### src/rtl/rms_pkg.sv
`timescale 1ns/1ps
package rms_pkg;
  localparam int REPLICAS = 3;
  typedef logic [1:0] slot_t;

  function automatic slot_t slot_after(slot_t s);
    return (s == slot_t'(REPLICAS - 1)) ? slot_t'(0) : s + 2'd1;
  endfunction

  function automatic slot_t slot_before(slot_t s);
    return (s == slot_t'(0)) ? slot_t'(REPLICAS - 1) : s - 2'd1;
  endfunction

  function automatic slot_t lowest_slot(logic [REPLICAS-1:0] m);
    slot_t r;
    r = '0;
    for (int i = REPLICAS - 1; i >= 0; i--) begin
      if (m[i]) r = slot_t'(i);
    end
    return r;
  endfunction
endpackage

### src/rtl/rms_timer.sv
`timescale 1ns/1ps
module rms_timer #(
  parameter int W = 16,
  parameter logic [W-1:0] POLY = 16'hB400,
  parameter logic [W-1:0] SEED = 16'hACE1
) (
  input  logic         clk,
  input  logic         rst,
  input  logic [W-1:0] max_i,
  output logic         fire_o
);
  logic [W-1:0] lfsr_q, cnt_q, limit;

  assign limit  = (lfsr_q < max_i) ? lfsr_q : max_i;
  assign fire_o = (max_i != '0) && (cnt_q >= limit);

  always_ff @(posedge clk) begin
    if (rst) begin
      lfsr_q <= SEED;
      cnt_q  <= '0;
    end else begin
      if (max_i == '0 || fire_o) cnt_q <= '0;
      else                       cnt_q <= cnt_q + 1'b1;
      if (fire_o) lfsr_q <= {1'b0, lfsr_q[W-1:1]} ^ (lfsr_q[0] ? POLY : '0);
    end
  end
endmodule

### src/rtl/rms_pick.sv
`timescale 1ns/1ps
module rms_pick #(
  parameter int NUM_UNITS = 8,
  parameter int CLASS_W   = 2,
  parameter logic [NUM_UNITS*CLASS_W-1:0] UNIT_CLASS = '0
) (
  input  logic [NUM_UNITS-1:0]         avail_i,
  input  logic [CLASS_W-1:0]           keep_a_cls_i,
  input  logic [CLASS_W-1:0]           keep_b_cls_i,
  input  logic [$clog2(NUM_UNITS)-1:0] self_id_i,
  output logic                         found_o,
  output logic [$clog2(NUM_UNITS)-1:0] pick_o
);
  localparam int ID_W = $clog2(NUM_UNITS);
  logic [NUM_UNITS-1:0] elig;

  for (genvar u = 0; u < NUM_UNITS; u++) begin : g_elig
    localparam logic [CLASS_W-1:0] UC = UNIT_CLASS[u*CLASS_W +: CLASS_W];
    assign elig[u] = avail_i[u] && (UC != keep_a_cls_i) && (UC != keep_b_cls_i)
                     && (self_id_i != ID_W'(u));
  end

  always_comb begin
    pick_o = '0;
    for (int u = NUM_UNITS - 1; u >= 0; u--) begin
      if (elig[u]) pick_o = ID_W'(u);
    end
  end

  assign found_o = |elig;
endmodule

### src/rtl/rms_pool.sv
`timescale 1ns/1ps
module rms_pool #(
  parameter int NUM_UNITS = 8
) (
  input  logic                         clk,
  input  logic                         rst,
  input  logic                         back_en_i,
  input  logic [$clog2(NUM_UNITS)-1:0] back_id_i,
  input  logic                         out_en_i,
  input  logic [$clog2(NUM_UNITS)-1:0] out_id_i,
  output logic [NUM_UNITS-1:0]         avail_o
);
  logic [NUM_UNITS-1:0] avail_q;

  always_ff @(posedge clk) begin
    if (rst) begin
      avail_q <= '1;
    end else begin
      if (back_en_i) avail_q[back_id_i] <= 1'b1;
      if (out_en_i)  avail_q[out_id_i]  <= 1'b0;
    end
  end

  assign avail_o = avail_q;
endmodule

### src/rtl/replica_map_sched.sv
`timescale 1ns/1ps
module replica_map_sched
  import rms_pkg::*;
#(
  parameter int NUM_UNITS = 8,
  parameter int CLASS_W   = 2,
  parameter int TMR_W     = 16,
  parameter logic [NUM_UNITS*CLASS_W-1:0] UNIT_CLASS = 16'hE4E4,
  parameter logic [TMR_W-1:0] LFSR_POLY = 16'hB400,
  parameter logic [TMR_W-1:0] LFSR_SEED = 16'hACE1
) (
  input  logic                                    clk,
  input  logic                                    rst,
  input  logic                                    task_busy_i,
  input  logic [TMR_W-1:0]                        max_interval_i,
  input  logic                                    fb_valid_i,
  input  logic [REPLICAS-1:0]                     fb_swap_mask_i,
  input  logic                                    clean_done_i,
  input  logic [$clog2(NUM_UNITS)-1:0]            clean_unit_i,
  output logic [REPLICAS*$clog2(NUM_UNITS)-1:0]   map_o,
  output logic [NUM_UNITS-1:0]                    avail_o,
  output logic                                    starve_o,
  output logic                                    remap_o
);
  localparam int ID_W = $clog2(NUM_UNITS);
  typedef logic [ID_W-1:0] uid_t;

  function automatic logic [CLASS_W-1:0] cls_of(uid_t id);
    return UNIT_CLASS[int'(id)*CLASS_W +: CLASS_W];
  endfunction

  function automatic logic [REPLICAS*ID_W-1:0] first_diverse();
    logic [REPLICAS*ID_W-1:0]          m;
    logic [REPLICAS-1:0][CLASS_W-1:0]  seen;
    logic [CLASS_W-1:0]                c;
    logic                              ok;
    int                                n;
    m = '0; seen = '0; n = 0;
    for (int u = 0; u < NUM_UNITS; u++) begin
      c  = UNIT_CLASS[u*CLASS_W +: CLASS_W];
      ok = (n < REPLICAS);
      for (int k = 0; k < REPLICAS; k++) begin
        if (k < n && seen[k] == c) ok = 1'b0;
      end
      if (ok) begin
        m[n*ID_W +: ID_W] = ID_W'(u);
        seen[n] = c;
        n++;
      end
    end
    return m;
  endfunction

  localparam logic [REPLICAS*ID_W-1:0] RESET_MAP = first_diverse();

  logic [REPLICAS-1:0][ID_W-1:0] slot_q;
  logic [REPLICAS-1:0]           fb_pend_q;
  logic                          rnd_pend_q;
  slot_t                         rr_q;
  logic                          starve_q, remap_q;

  logic                 fire, sel_fb, want, found, commit;
  slot_t                tgt;
  uid_t                 pick_id, self_id;
  logic [CLASS_W-1:0]   keep_a_cls, keep_b_cls;
  logic [NUM_UNITS-1:0] avail;
  logic [REPLICAS-1:0]  tgt_1h;

  rms_timer #(.W(TMR_W), .POLY(LFSR_POLY), .SEED(LFSR_SEED)) u_timer (
    .clk(clk), .rst(rst), .max_i(max_interval_i), .fire_o(fire)
  );

  always_comb begin
    sel_fb     = |fb_pend_q;
    tgt        = sel_fb ? lowest_slot(fb_pend_q) : rr_q;
    want       = !task_busy_i && (sel_fb || rnd_pend_q);
    self_id    = slot_q[tgt];
    keep_a_cls = cls_of(slot_q[slot_after(tgt)]);
    keep_b_cls = cls_of(slot_q[slot_before(tgt)]);
    tgt_1h     = {{(REPLICAS-1){1'b0}}, 1'b1} << tgt;
  end

  rms_pick #(.NUM_UNITS(NUM_UNITS), .CLASS_W(CLASS_W), .UNIT_CLASS(UNIT_CLASS)) u_pick (
    .avail_i(avail), .keep_a_cls_i(keep_a_cls), .keep_b_cls_i(keep_b_cls),
    .self_id_i(self_id), .found_o(found), .pick_o(pick_id)
  );

  assign commit = want && found;

  rms_pool #(.NUM_UNITS(NUM_UNITS)) u_pool (
    .clk(clk), .rst(rst),
    .back_en_i(clean_done_i), .back_id_i(clean_unit_i),
    .out_en_i(commit && sel_fb), .out_id_i(self_id),
    .avail_o(avail)
  );

  always_ff @(posedge clk) begin
    if (rst) begin
      slot_q     <= RESET_MAP;
      fb_pend_q  <= '0;
      rnd_pend_q <= 1'b0;
      rr_q       <= '0;
      starve_q   <= 1'b0;
      remap_q    <= 1'b0;
    end else begin
      remap_q    <= commit;
      fb_pend_q  <= (fb_pend_q & ~((commit && sel_fb) ? tgt_1h : '0))
                    | (fb_valid_i ? fb_swap_mask_i : '0);
      rnd_pend_q <= (rnd_pend_q && !commit) || fire;
      if (commit) begin
        slot_q[tgt] <= pick_id;
        if (!sel_fb) rr_q <= slot_after(rr_q);
      end
      if (want)              starve_q <= !found;
      else if (!task_busy_i) starve_q <= 1'b0;
    end
  end

  assign map_o    = slot_q;
  assign avail_o  = avail;
  assign starve_o = starve_q;
  assign remap_o  = remap_q;
endmodule

### config.mk
export PLATFORM = sky130hd
export DESIGN_NAME = replica_map_sched
export DESIGN_NICKNAME = d
export VERILOG_FILES = /design/src/rtl/rms_pkg.sv /design/src/rtl/rms_timer.sv /design/src/rtl/rms_pick.sv /design/src/rtl/rms_pool.sv /design/src/rtl/replica_map_sched.sv
export SDC_FILE = /design/constraint.sdc
export NUM_CORES = 1
export LEC_CHECK = 0
export ABC_CLOCK_PERIOD_IN_PS = 5550
export BUFFER_PORTS_ARGS = -buffer_cell sky130_fd_sc_hd__buf_2
export CORE_AREA = 2 2 109 111
export CTS_CLUSTER_SIZE = 30
export DETAILED_ROUTE_END_ITERATION = 8
export DIE_AREA = 0 0 111 113
export SLEW_MARGIN = 20
export SYNTH_ARGS = -nofsm -noshare
export SYNTH_HDL_FRONTEND = slang
export SYNTH_SLANG_ARGS = --single-unit
### constraint.sdc
create_clock -name clk -period 5.55 [get_ports clk]
set_input_delay 0.8325 -clock clk [delete_from_list [all_inputs] [get_ports clk]]
set_output_delay 0.8325 -clock clk [all_outputs]
set_load 0.01 [all_outputs]
==> flow_metrics.tcl <==
set metrics [dict create \
    rr_worst_depth 11 \
    reg2reg_slack_ns 1.08 \
    synth_nets 508 \
    power_mw 1.39 \
    synth_area_per_cell_um2 8.74 \
    dieHeight_um 113 \
    hold_class "flip-flop to flip-flop" \
    critical_path.cell_chain "buf_2 -> inv_1 -> ha_1 -> a21o_1 -> a21o_1 -> a21o_1 -> a21oi_1 -> o21ai_0 -> a21oi_2 -> buf_4 -> mux2i_1 -> ha_1 -> a21o_1 -> a21o_1 -> a21oi_1 -> o211ai_1 -> and2_1 -> a41o_1 -> mux2i_1 -> nand2_1" \
    critPathLaunch "max_interval_i[1]" \
    setup_tns_ns 0 \
    finalHoldViolCount 0 \
    synth-main-ff-cell "dfxtp_1" \
    yosysSeqAreaShare_pct 29.3 \
    worst_clock_skew_ns 0.00808 \
    clock_latency_ns 0.33 \
    grt-ovfl-total 0 \
    start_util_pct 34.5 \
    wirelength_um 9850 \
    postRouteAntennaNets 0 \
    crit_path_max_incr_delay_ns 0.54 \
    setup_viol 0 \
    fin_crit_sh_pct 81.1 \
    max_freq_mhz 222 \
    vias 3449 \
    rsz0062_at_grt "no" \
    synthCells 445 \
    synthDistinctLibCells 63 \
    cts_buffer_depth 2 \
    htree_levels 3 \
    peakVddDrop_mv 0.290 \
    wl_per_cell_um 15.6 \
    maxCapViolCount 0 \
    crit_family "compound AO/OA/AOI/OAI gates" \
    grt_usage_pct 16.1 \
    cts_tree "yes" \
    grt_pass1_vias 3428 \
    grt_pass1_wl_um 16400 \
    synth_edf_count 0 \
    syn2layout_area_growth_pct 17.2 \
    critPathKind "input pin to flip-flop" \
    drive_gt1_share_pct 15.7 \
    drc 0 \
    hpwl_um 7370 \
    crit_buf_inv 3 \
    die_w_um 111 \
    worstMarginPinSlew_ns 0.967 \
    slowest_stage "a41o_1" \
    dr.pass1.iters 4 \
    end_kind "flip-flop" \
    critPathRequiredTime_ns 5.75 \
    drtIter0Drc 230 \
    antenna_found_initial 0 \
    cts.sinks 57 \
    die_area_um2 12500 \
    syn_area_um2 3890 \
    min_period_ns 4.50 \
    r2r_start "fb_pend_q[2]$_SDFF_PP0_" \
    nets 548 \
    gp_congestion 0.866 \
    synth_seq_cells 57 \
    cp.depth 20 \
    arrival_ns 4.70 \
    start_kind "input pin" \
    grt_start_max_net_pins 31 \
    cts_setup_buffers 0 \
    antenna_cells 0 \
    critPathCapture "u_timer.lfsr_q[7]$_SDFFE_PP1P_" \
    routed_via_density 5.45 \
    timing.rr.end "u_pool.avail_o[7]$_SDFF_PP1_" \
    rows 39 \
    critPathMaxFanout 18 \
    outcome "completed" \
    core_area_um2 11300 \
    async_flop_share_pct 0 \
    clkTransAtPathRegs_ns 0.06 \
    io-pin-count 46 \
    root_buffer "clkbuf_16" \
    synthesis.yosys.warnings 0 \
    cpMostUsedCell "a21o_1" \
    finalMaxSlewViolations 0 \
    ctsResizeCount 0 \
    port_buffers 45 \
    timing.slew.headroom_pct 35.6 \
    cts_buffers 9 \
    fin_ws_ns 1.05 \
    cts_hold_buf 0 \
    total_leakage_power_nw 1.96 \
    dpl_worst_slack_ns 0.722 \
    powerDensity_nw_per_um2 305 \
]
[layout by cell type, fill, tap and decap left out, types with 3 or more instances in the layout]
cell type   n
a2bb2oi_1   4
o21ai_1     9
xor2_1     12
nor4_1      7
nand4_1     9
and3_1      3
a311oi_1    8
bufinv_16   3
a31oi_1     4
a211oi_1    5
ha_1       36
mux2i_1    38
dfxtp_1    57
nand2_1    27
o221ai_1    6
nor2_1     46
a21oi_1    23
nor3_1      8
nand3_1     8
o211ai_1    3
buf_2      45
nor2b_1     7
nand2b_1    6
xnor2_1     5
o21ai_0     7
clkbuf_16   9
inv_1      27
a21o_1     14
a22oi_1     3
o2bb2ai_1   5
o21a_1      3
[through the flow]
| stage | area [um^2] | std cells | util, % | hold slack (ns) |
|---|---|---|---|---|
| 2_1_floorplan | 3890 | 445 | - | 0.430 |
| 3_3_place_gp | 4220 | 617 | 37.4 | 0.454 |
| 3_5_place_dp | 4220 | 617 | 37.4 | 0.456 |
| 4_1_cts | 4560 | 633 | 40.5 | 0.468 |
| 5_1_grt | 4560 | 633 | 40.5 | 0.487 |
| 6_report | 4560 | 633 | 40.5 | 0.464 |
[cells by family (layout without fill, tap and decap cells)]
| kind of cell | count (synthesis) | in the layout | synth area share, % |
|---|---|---|---|
| AOI/OAI and AO/OA | 113 | 113 | 21.5 |
| xor gates and xnor gates | 17 | 17 | 3.83 |
| adders and majority gates | 36 | 36 | 11.6 |
| buffers and inverters | 44 | 89 | 4.92 |
| DFF | 57 | 57 | 29.3 |
| muxes | 41 | 41 | 10.6 |
| and+or+nand+nor | 137 | 137 | 18.2 |
[registers in the layout, indices dropped and copies added (netlist names)]
name,cells
u_timer.cnt_q,16
fb_pend_q,3
rnd_pend_q,1
map_o,9
rr_q,2
u_pool.avail_o,8
remap_o,1
starve_o,1
u_timer.lfsr_q,16
[layout make-up]
class                      count  area (um^2)
timing repair buffer          46          233
tap                          143          179
clock inverter                 5          103
multi-input combinational    344         2560
inverter                      27          101
sequential                    57         1140
clock buffer                  11          243
fill                        1131         6710
[power breakdown]
| group | switching [mW] | leakage (nW) | internal (mW) |
|---|---|---|---|
| Clock | 0.199 | 0.166 | 0.450 |
| Combinational | 0.176 | 1.33 | 0.125 |
| Sequential | 0.0187 | 0.462 | 0.422 |
| Total | 0.393 | 1.96 | 0.997 |
[worst reg2reg max path, stage by stage (launching register included)]
cell and delay, ns:
dfxtp_1 0.50, nor2_1 0.11, nor3_2 0.41, ha_1 0.47, nor2b_1 0.33, a2bb2oi_1 0.19
o221ai_1 0.43, mux2i_1 0.18, or4b_4 0.59, nor3b_4 0.70, nor2_1 0.25, a32oi_1 0.22
[synthesized netlist by cell type (2+ instances only)]
library cell   n  area (um^2)
clkbuf_1       9         33.8
o2bb2ai_1      5         43.8
buf_2          3         15.0
nand3_1        8         40.0
nand4_1        9         56.3
a211oi_1       5         37.5
a2bb2oi_1      4         35.0
xnor2_1        5         43.8
inv_1         27          101
a22oi_1        3         22.5
o221ai_1       6         52.6
a311oi_1       8         70.1
buf_6          3         33.8
xor2_1        12          105
or4b_2         2         20.0
o221a_2        2         22.5
a31oi_1        4         25.0
mux2i_1       38          380
nor3b_1        2         15.0
dfxtp_1       57         1140
ha_1          36          450
buf_1          2         7.51
nor4_1         7         43.8
nand2b_1       6         37.5
nor2_1        46          173
and4_1         2         17.5
nor3_1         8         40.0
o211ai_1       3         22.5
nand2_1       27          101
a21o_1        14          105
o21a_1         3         22.5
o32a_1         2         20.0
a21oi_1       24          120
mux2_2         2         22.5
o21ai_1        9         45.0
o21ai_0        7         35.0
and3_1         3         18.8
nor2b_1        7         43.8
[layer usage]
layer / global-route usage (%) / share of wire, % / wire length (um) / vias up
li1: - / - / - / 1732
met1: 20.4 / 48 / 4740 / 1623
met2: 25.6 / 45 / 4430 / 79
met3: 5.20 / 5.1 / 501 / 15
met4: 6.42 / 1.8 / 176 / 0
met5: 0 / 0 / 0 / -
[how the worst min path moves through the flow]
| stage | from | end | slack, ns | cells past startpoint |
|---|---|---|---|---|
| 6_report | u_timer.cnt_q[0]$_SDFF_PP0_ | u_timer.cnt_q[0]$_SDFF_PP0_ | 0.46 | 1 |
| 4_1_cts | u_timer.cnt_q[0]$_SDFF_PP0_ | u_timer.cnt_q[0]$_SDFF_PP0_ | 0.47 | 1 |
| 3_3_place_gp | u_timer.cnt_q[0]$_SDFF_PP0_ | u_timer.cnt_q[0]$_SDFF_PP0_ | 0.45 | 1 |
| 2_1_floorplan | u_timer.cnt_q[0]$_SDFF_PP0_ | u_timer.cnt_q[0]$_SDFF_PP0_ | 0.43 | 1 |
| 3_5_place_dp | u_timer.cnt_q[0]$_SDFF_PP0_ | u_timer.cnt_q[0]$_SDFF_PP0_ | 0.46 | 1 |
| 5_1_grt | u_timer.cnt_q[0]$_SDFF_PP0_ | u_timer.cnt_q[0]$_SDFF_PP0_ | 0.49 | 1 |
Note: power is estimated with default switching activity, not from simulation.
